**src/rtl/desc_guard_pkg.sv**
```systemverilog
// desc_guard_pkg: shared constants and the status-word packer for the
// descriptor integrity gate. Assumes 32-bit descriptor words.
package desc_guard_pkg;

    localparam int WORD_W     = 32;
    localparam int DESC_WORDS = 16;
    localparam int IDX_W      = $clog2(DESC_WORDS);
    localparam int LAST_IDX   = DESC_WORDS - 1;
    localparam int DONE_IDX   = 5;
    localparam int DONE_BIT   = 31;
    localparam logic [7:0] MARKER = 8'hA5;

    // control word bit positions
    localparam int C_INTR  = 8;
    localparam int C_UPD   = 9;
    localparam int C_IGN   = 10;
    localparam int C_BURST = 11;
    localparam int C_FRAG  = 18;
    localparam int C_LAST  = 19;
    localparam int C_CSUM  = 20;
    localparam int C_LOF   = 21;
    localparam int C_USED  = 22;

    // error vector bases, channel n adds n
    localparam int E_FETCH = 1;
    localparam int E_MARK  = 7;
    localparam int E_SUM   = 13;
    localparam int E_DONE  = 25;

    // status word positions
    localparam int S_BURST = 4;
    localparam int S_FRAG  = 5;
    localparam int S_CSUM  = 6;
    localparam int S_LAST  = 7;
    localparam int S_LOF   = 8;
    localparam int S_IGN   = 9;
    localparam int S_DONE  = 10;
    localparam int S_UPD   = 11;
    localparam int S_INTR  = 12;
    localparam int S_BYTE  = 13;

    typedef enum logic [1:0] {
        FAULT_NONE = 2'd0,
        FAULT_MARK = 2'd1,
        FAULT_SUM  = 2'd2,
        FAULT_DONE = 2'd3
    } fault_e;

    // Unpack control fields and the done flag into the status layout.
    function automatic logic [WORD_W-1:0] pack_status(
        input logic [C_USED-1:0] ctl,
        input logic              done
    );
        logic [WORD_W-1:0] s;
        s             = '0;
        s[S_BYTE+:8]  = ctl[7:0];
        s[S_BURST]    = ctl[C_BURST];
        s[S_FRAG]     = ctl[C_FRAG];
        s[S_CSUM]     = ctl[C_CSUM];
        s[S_LAST]     = ctl[C_LAST];
        s[S_LOF]      = ctl[C_LOF];
        s[S_IGN]      = ctl[C_IGN];
        s[S_DONE]     = done;
        s[S_UPD]      = ctl[C_UPD];
        s[S_INTR]     = ctl[C_INTR];
        return s;
    endfunction

endpackage

```
**src/rtl/desc_guard_collect.sv**
```systemverilog
// desc_guard_collect: counts incoming descriptor words, latches the
// channel, the used control bits and the done flag, and flags the last word.
// Assumes in_chan < NUM_CH whenever word 0 is offered.
module desc_guard_collect
    import desc_guard_pkg::*;
#(
    parameter int NUM_CH = 6,
    localparam int CH_W  = (NUM_CH > 1) ? $clog2(NUM_CH) : 1
) (
    input  logic              clk,
    input  logic              rst_n,
    input  logic              in_valid,
    input  logic [WORD_W-1:0] in_word,
    input  logic [CH_W-1:0]   in_chan,
    input  logic              fetch_err,
    output logic [IDX_W-1:0]  idx,
    output logic [CH_W-1:0]   act_chan,
    output logic [C_USED-1:0] ctl,
    output logic              done_flag,
    output logic              take,
    output logic              last_word
);

    logic [CH_W-1:0] chan_q;

    assign take      = in_valid && !fetch_err;
    assign last_word = take && (idx == IDX_W'(LAST_IDX));
    // channel of the descriptor: live input before word 0, latched after
    assign act_chan  = (idx == '0) ? in_chan : chan_q;

    // word index: advance on each taken word, restart on abort
    always_ff @(posedge clk) begin
        if (!rst_n || fetch_err) begin
            idx <= '0;
        end else if (in_valid) begin
            idx <= idx + 1'b1;
        end
    end

    // latch channel, control bits and done flag at their word positions
    always_ff @(posedge clk) begin
        if (!rst_n) begin
            chan_q    <= '0;
            ctl       <= '0;
            done_flag <= 1'b0;
        end else if (take) begin
            if (idx == '0) begin
                chan_q <= in_chan;
                ctl    <= in_word[C_USED-1:0];
            end
            if (idx == IDX_W'(DONE_IDX)) begin
                done_flag <= in_word[DONE_BIT];
            end
        end
    end

    a_r2_index_wraps: assert property (@(posedge clk) disable iff (!rst_n)
        last_word |=> (idx == '0));

    a_r9_abort_restarts: assert property (@(posedge clk) disable iff (!rst_n)
        fetch_err |=> (idx == '0));

    a_r2_chan_in_range: assert property (@(posedge clk) disable iff (!rst_n)
        (take && idx == '0) |-> (int'(in_chan) < NUM_CH));

endmodule

```
**src/rtl/desc_guard_sum.sv**
```systemverilog
// desc_guard_sum: running 32-bit wraparound sum of words 0 to 14 of the
// descriptor being received. Word 15 is never added.
module desc_guard_sum
    import desc_guard_pkg::*;
(
    input  logic              clk,
    input  logic              rst_n,
    input  logic              take,
    input  logic [IDX_W-1:0]  idx,
    input  logic [WORD_W-1:0] in_word,
    output logic [WORD_W-1:0] acc
);

    // accumulate: load on word 0, add words 1..14, hold on word 15
    always_ff @(posedge clk) begin
        if (!rst_n) begin
            acc <= '0;
        end else if (take) begin
            if (idx == '0) begin
                acc <= in_word;
            end else if (idx != IDX_W'(LAST_IDX)) begin
                acc <= acc + in_word;
            end
        end
    end

    a_r4_hold_on_last: assert property (@(posedge clk) disable iff (!rst_n)
        (take && idx == IDX_W'(LAST_IDX)) |=> $stable(acc));

endmodule

```
**src/rtl/desc_guard_judge.sv**
```systemverilog
// desc_guard_judge: applies marker, checksum and done tests in priority order
// on the last word, or reports a fetch fault on abort, and registers the
// result. Assumes NUM_CH <= 6 so the per-channel error fields do not overlap.
module desc_guard_judge
    import desc_guard_pkg::*;
#(
    parameter int NUM_CH = 6,
    localparam int CH_W  = (NUM_CH > 1) ? $clog2(NUM_CH) : 1
) (
    input  logic              clk,
    input  logic              rst_n,
    input  logic              last_word,
    input  logic              fetch_err,
    input  logic [CH_W-1:0]   act_chan,
    input  logic [C_USED-1:0] ctl,
    input  logic              done_flag,
    input  logic [WORD_W-1:0] acc,
    input  logic [WORD_W-1:0] in_word,
    output logic              res_valid,
    output logic              res_accept,
    output logic [CH_W-1:0]   res_chan,
    output logic [WORD_W-1:0] res_err,
    output logic [WORD_W-1:0] res_status,
    output logic              res_chain_end
);

    fault_e            fault;
    logic [WORD_W-1:0] fault_vec;

    // pick the first failing test
    always_comb begin
        if (ctl[7:0] != MARKER) begin
            fault = FAULT_MARK;
        end else if (ctl[C_CSUM] && (acc != in_word)) begin
            fault = FAULT_SUM;
        end else if (done_flag && !ctl[C_IGN]) begin
            fault = FAULT_DONE;
        end else begin
            fault = FAULT_NONE;
        end
    end

    // place the fault at its per-channel bit
    always_comb begin
        fault_vec = '0;
        unique case (fault)
            FAULT_MARK: fault_vec[E_MARK + int'(act_chan)] = 1'b1;
            FAULT_SUM:  fault_vec[E_SUM  + int'(act_chan)] = 1'b1;
            FAULT_DONE: fault_vec[E_DONE + int'(act_chan)] = 1'b1;
            default:    fault_vec = '0;
        endcase
    end

    // register the verdict for one cycle
    always_ff @(posedge clk) begin
        if (!rst_n) begin
            res_valid     <= 1'b0;
            res_accept    <= 1'b0;
            res_chan      <= '0;
            res_err       <= '0;
            res_status    <= '0;
            res_chain_end <= 1'b0;
        end else begin
            res_valid <= fetch_err || last_word;
            if (fetch_err) begin
                res_accept    <= 1'b0;
                res_chan      <= act_chan;
                res_err       <= WORD_W'(1) << (E_FETCH + int'(act_chan));
                res_status    <= '0;
                res_chain_end <= 1'b1;
            end else if (last_word) begin
                res_accept    <= (fault == FAULT_NONE);
                res_chan      <= act_chan;
                res_err       <= fault_vec;
                res_status    <= pack_status(ctl, done_flag);
                res_chain_end <= (fault != FAULT_NONE) || ctl[C_LAST] || ctl[C_LOF];
            end
        end
    end

    a_r6_single_fault: assert property (@(posedge clk) disable iff (!rst_n)
        res_valid |-> $onehot0(res_err));

    a_r10_accept_clean: assert property (@(posedge clk) disable iff (!rst_n)
        (res_valid && res_accept) |-> (res_err == '0));

    a_r8_reject_ends: assert property (@(posedge clk) disable iff (!rst_n)
        (res_valid && !res_accept) |-> res_chain_end);

endmodule

```
**src/rtl/desc_guard.sv**
```systemverilog
// desc_guard: descriptor integrity gate. Receives 16 words per descriptor and
// issues an accept or reject with a per-channel error vector and status word
// one cycle after the last word or after a fetch abort.
module desc_guard
    import desc_guard_pkg::*;
#(
    parameter int NUM_CH = 6,
    localparam int CH_W  = (NUM_CH > 1) ? $clog2(NUM_CH) : 1
) (
    input  logic              clk,
    input  logic              rst_n,
    input  logic              in_valid,
    input  logic [31:0]       in_word,
    input  logic [CH_W-1:0]   in_chan,
    input  logic              fetch_err,
    output logic              res_valid,
    output logic              res_accept,
    output logic [CH_W-1:0]   res_chan,
    output logic [31:0]       res_err,
    output logic [31:0]       res_status,
    output logic              res_chain_end
);

    logic [IDX_W-1:0]  idx;
    logic [CH_W-1:0]   act_chan;
    logic [C_USED-1:0] ctl;
    logic              done_flag;
    logic              take;
    logic              last_word;
    logic [WORD_W-1:0] acc;

    desc_guard_collect #(.NUM_CH(NUM_CH)) u_collect (
        .clk       (clk),
        .rst_n     (rst_n),
        .in_valid  (in_valid),
        .in_word   (in_word),
        .in_chan   (in_chan),
        .fetch_err (fetch_err),
        .idx       (idx),
        .act_chan  (act_chan),
        .ctl       (ctl),
        .done_flag (done_flag),
        .take      (take),
        .last_word (last_word)
    );

    desc_guard_sum u_sum (
        .clk     (clk),
        .rst_n   (rst_n),
        .take    (take),
        .idx     (idx),
        .in_word (in_word),
        .acc     (acc)
    );

    desc_guard_judge #(.NUM_CH(NUM_CH)) u_judge (
        .clk           (clk),
        .rst_n         (rst_n),
        .last_word     (last_word),
        .fetch_err     (fetch_err),
        .act_chan      (act_chan),
        .ctl           (ctl),
        .done_flag     (done_flag),
        .acc           (acc),
        .in_word       (in_word),
        .res_valid     (res_valid),
        .res_accept    (res_accept),
        .res_chan      (res_chan),
        .res_err       (res_err),
        .res_status    (res_status),
        .res_chain_end (res_chain_end)
    );

    a_r2_result_cause: assert property (@(posedge clk) disable iff (!rst_n)
        res_valid |-> $past(last_word || fetch_err));

    initial begin
        a_r6_fields_fit: assert (NUM_CH >= 1 && NUM_CH <= 6);
    end

endmodule

```
**config.mk**
```make
export PLATFORM = sky130hd
export DESIGN_NAME = desc_guard
export DESIGN_NICKNAME = d
export VERILOG_FILES = /design/src/rtl/desc_guard_pkg.sv /design/src/rtl/desc_guard_collect.sv /design/src/rtl/desc_guard_sum.sv /design/src/rtl/desc_guard_judge.sv /design/src/rtl/desc_guard.sv
export SDC_FILE = /design/constraint.sdc
export NUM_CORES = 1
export LEC_CHECK = 0
export BUFFER_PORTS_ARGS = -buffer_cell sky130_fd_sc_hd__buf_2
export CORE_MARGIN = 2
export CORE_UTILIZATION = 44
export DETAILED_ROUTE_END_ITERATION = 12
export HOLD_SLACK_MARGIN = 0.06
export PLACE_DENSITY = 0.62
export SLEW_MARGIN = 15
export SYNTH_ARGS = -nofsm -noshare
export SYNTH_HDL_FRONTEND = slang
export SYNTH_SLANG_ARGS = --single-unit
```
**constraint.sdc**
```tcl
create_clock -name clk -period 7.6 [get_ports clk]
set_clock_uncertainty 0.05 [all_clocks]
set_input_delay 1.52 -clock clk [delete_from_list [all_inputs] [get_ports clk]]
set_output_delay 1.52 -clock clk [all_outputs]
set_load 0.05 [all_outputs]
```
==> impl_metrics.tcl <==
set metrics [dict create \
    top_layer "met4" \
    max-vdd-ir-drop_mv 0.105 \
    cp_slowest_cell "o311ai_1" \
    grt_pass1_vias 5824 \
    num_antenna_cells 0 \
    vias 6229 \
    ys_top_cells_by_count "157 x nand2_1, 111 x dfxtp_1, 85 x a21oi_1" \
    clk_pin_slew_ns 0.07 \
    ant_nets 0 \
    slew_violations 0 \
    slowest_delay_ns 0.64 \
    num_io_pins 109 \
    syn_to_final_growth_pct 11.0 \
    wire_per_inst_um 16.2 \
    syn-cell-area_um2 6520 \
    die_h_um 126 \
    postCtsSetupBuffers 0 \
    multiInputGateArea_um2 3910 \
    timing.critical_path.max_delay_family "compound AO/OA/AOI/OAI gates" \
    ys_types 72 \
    yosys.cell_count.top_type "nand2_1" \
    cts.path.max_buffers 2 \
    numCtsBuffers 9 \
    h-tree-depth 3 \
    fmax_mhz 240 \
    cts_resized 0 \
    globalplace.congestion 0.891 \
    setup_violations 0 \
    final_nets 985 \
    fin_ws_ns 3.43 \
    startpoint_type "primary input" \
    layout-drive-gt1-share 0.143 \
    drt_pass1_iterations 6 \
    synth.ff_latch_count 111 \
    synth.area.top_cells "dfxtp_1 34%, nand2_1 9.0%, ha_1 6.9%" \
    rsz0062_at_grt "no" \
    finalSetupTns_ns 0 \
    slew_headroom 0.204 \
    required_ns 7.80 \
    cp-end-kind "flip-flop" \
    clk_latency_ns 0.36 \
    grt_max_degree 64 \
    place_inst 1082 \
    route.met3.wl_um 850 \
    synth_edf_count 0 \
    async_flop_share 0 \
    instances_no_fill 1097 \
    worst_slew_pin_slew_ns 1.18 \
    hold_viol 0 \
    preCtsSetupSlack_ns 3.18 \
    drt_iter0_drc 508 \
    met1_length_mm 8.45 \
    fin_crit_sh 0.548 \
    hold-worst-slack_ns 0.401 \
    portBuffers 93 \
    antenna_found_initial 0 \
    synth_top_cell_area_share 0.341 \
    ys.flop_type "dfxtp_1" \
    cts_hold_buf 0 \
    post-route-min-period_ns 4.17 \
    crit_chain "buf_2 > ha_1 > nor4_1 > nand4_1 > o311ai_1 > or2_2 > nor2_1 > a21oi_1 > o22ai_1 > a22o_1" \
    grt.overflow.total 0 \
    seq_area_um2 2220 \
    cap_violations 0 \
    ys_warn_count 0 \
    yosysTopAreaCell "dfxtp_1" \
    cts_tree "built" \
    arrival_ns 4.37 \
    clock-sinks 111 \
    initial_core_util 0.450 \
    dieArea_um2 15800 \
    cp_num_buf_inv 1 \
    die_x_um 126 \
    hpwl_mm 12.5 \
    hold_class "flip-flop to flip-flop" \
    power.density_nw_per_um2 187 \
    grt_pass1_wl_mm 28.9 \
    via_per_inst 5.68 \
    ys_seq_area_frac 0.341 \
    row_count 44 \
    core_um2 14500 \
    syn_area_per_cell_um2 7.71 \
    root_buffer "clkbuf_16" \
    wl_met2_mm 8.05 \
    cp_max_fo 6 \
    worstSetupPathType "primary input to flip-flop" \
    status "finished, final reports clean" \
    n_fill_cell 1499 \
    drcViolationCount 0 \
    wl_mm 17.8 \
    track_usage 0.223 \
    leakage_uw 0.00301 \
    synth_cells 846 \
]
[layout make-up]
cell class / count / area share
well taps: 184 / 0.0318
inverters: 19 / 0.00986
repair buffers: 101 / 0.0726
clock buffers: 10 / 0.0330
flip-flops and latches: 111 / 0.307
multi-input cells: 667 / 0.541
clock inverters: 5 / 0.00484
[routing by layer]
metal	vias to the layer above	GRT usage
li1	3114	-
met1	2928	0.299
met2	160	0.363
met3	27	0.0455
met4	0	0.0692
met5	-	0
[final timing paths]
check,start,to,slack [ns],depth (start not counted)
hold reg to reg,u_judge.res_err[25]$_SDFFE_PN0P_,u_judge.res_err[25]$_SDFFE_PN0P_,0.40,2
setup reg to reg,u_collect.idx[0]$_SDFFE_PP0P_,u_judge.res_err[1]$_SDFFE_PN0P_,4.07,12
hold / removal,u_judge.res_err[25]$_SDFFE_PN0P_,u_judge.res_err[25]$_SDFFE_PN0P_,0.40,2
setup / recovery,in_word[4],u_judge.res_err[10]$_SDFFE_PN0P_,3.43,10
[state kept, by name, indices dropped and copies added, names as in the netlist, 3 cells and up]
signal	flops
u_collect.ctl	16
u_judge.res_err	32
u_judge.res_chan	3
u_judge.res_status	17
u_sum.acc	32
u_collect.idx	4
u_collect.chan_q	3
[worst register-to-register path, delay by kind of cell (launching register included)]
family | cells | cell delay [ns]
buffers and inverters | 3 | 0.62
DFF | 1 | 0.36
AOI/OAI and AO/OA | 3 | 0.65
and+or+nand+nor | 4 | 1.19
adders and majority gates | 2 | 0.58
[cell families after synthesis]
group | count (synthesis) | share of synthesized area
AND/OR/NAND/NOR | 349 | 0.241
buffers and inverters | 82 | 0.0693
flip-flops | 111 | 0.341
other | 1 | 0.000575
XOR/XNOR | 19 | 0.0255
AO/OA/AOI/OAI | 240 | 0.240
multiplexers | 7 | 0.0109
adder cells (fa/ha/maj) | 37 | 0.0722
[stage by stage]
stage,instance area (µm²),util,power [µW]
after global placement,6960,0.481,913
after global routing,7240,0.500,1410
after detailed placement,6960,0.481,912
final,7240,0.500,1360
after floorplan,6570,-,854
after CTS,7240,0.500,1360
[cell usage in the layout (no fill, tap or decap), types with 11 or more instances in the layout]
| cell | n |
|---|---|
| a21oi_1 | 85 |
| dfxtp_1 | 111 |
| nand2b_1 | 11 |
| o21ai_1 | 18 |
| nor2_1 | 82 |
| nand2_1 | 157 |
| nand3_1 | 22 |
| a311oi_1 | 16 |
| conb_1 | 15 |
| ha_1 | 36 |
| inv_1 | 16 |
| nor3_1 | 16 |
| a22oi_1 | 15 |
| buf_2 | 93 |
| o21ai_0 | 27 |
| a31oi_1 | 13 |
| xnor2_1 | 13 |
[where the power goes]
group          switching, µW  total [µW]  internal [µW]
combinational            191         287           96.1
sequential              13.1         615            602
clock                    224         454            229
Note: power is estimated with default switching activity, not from simulation.
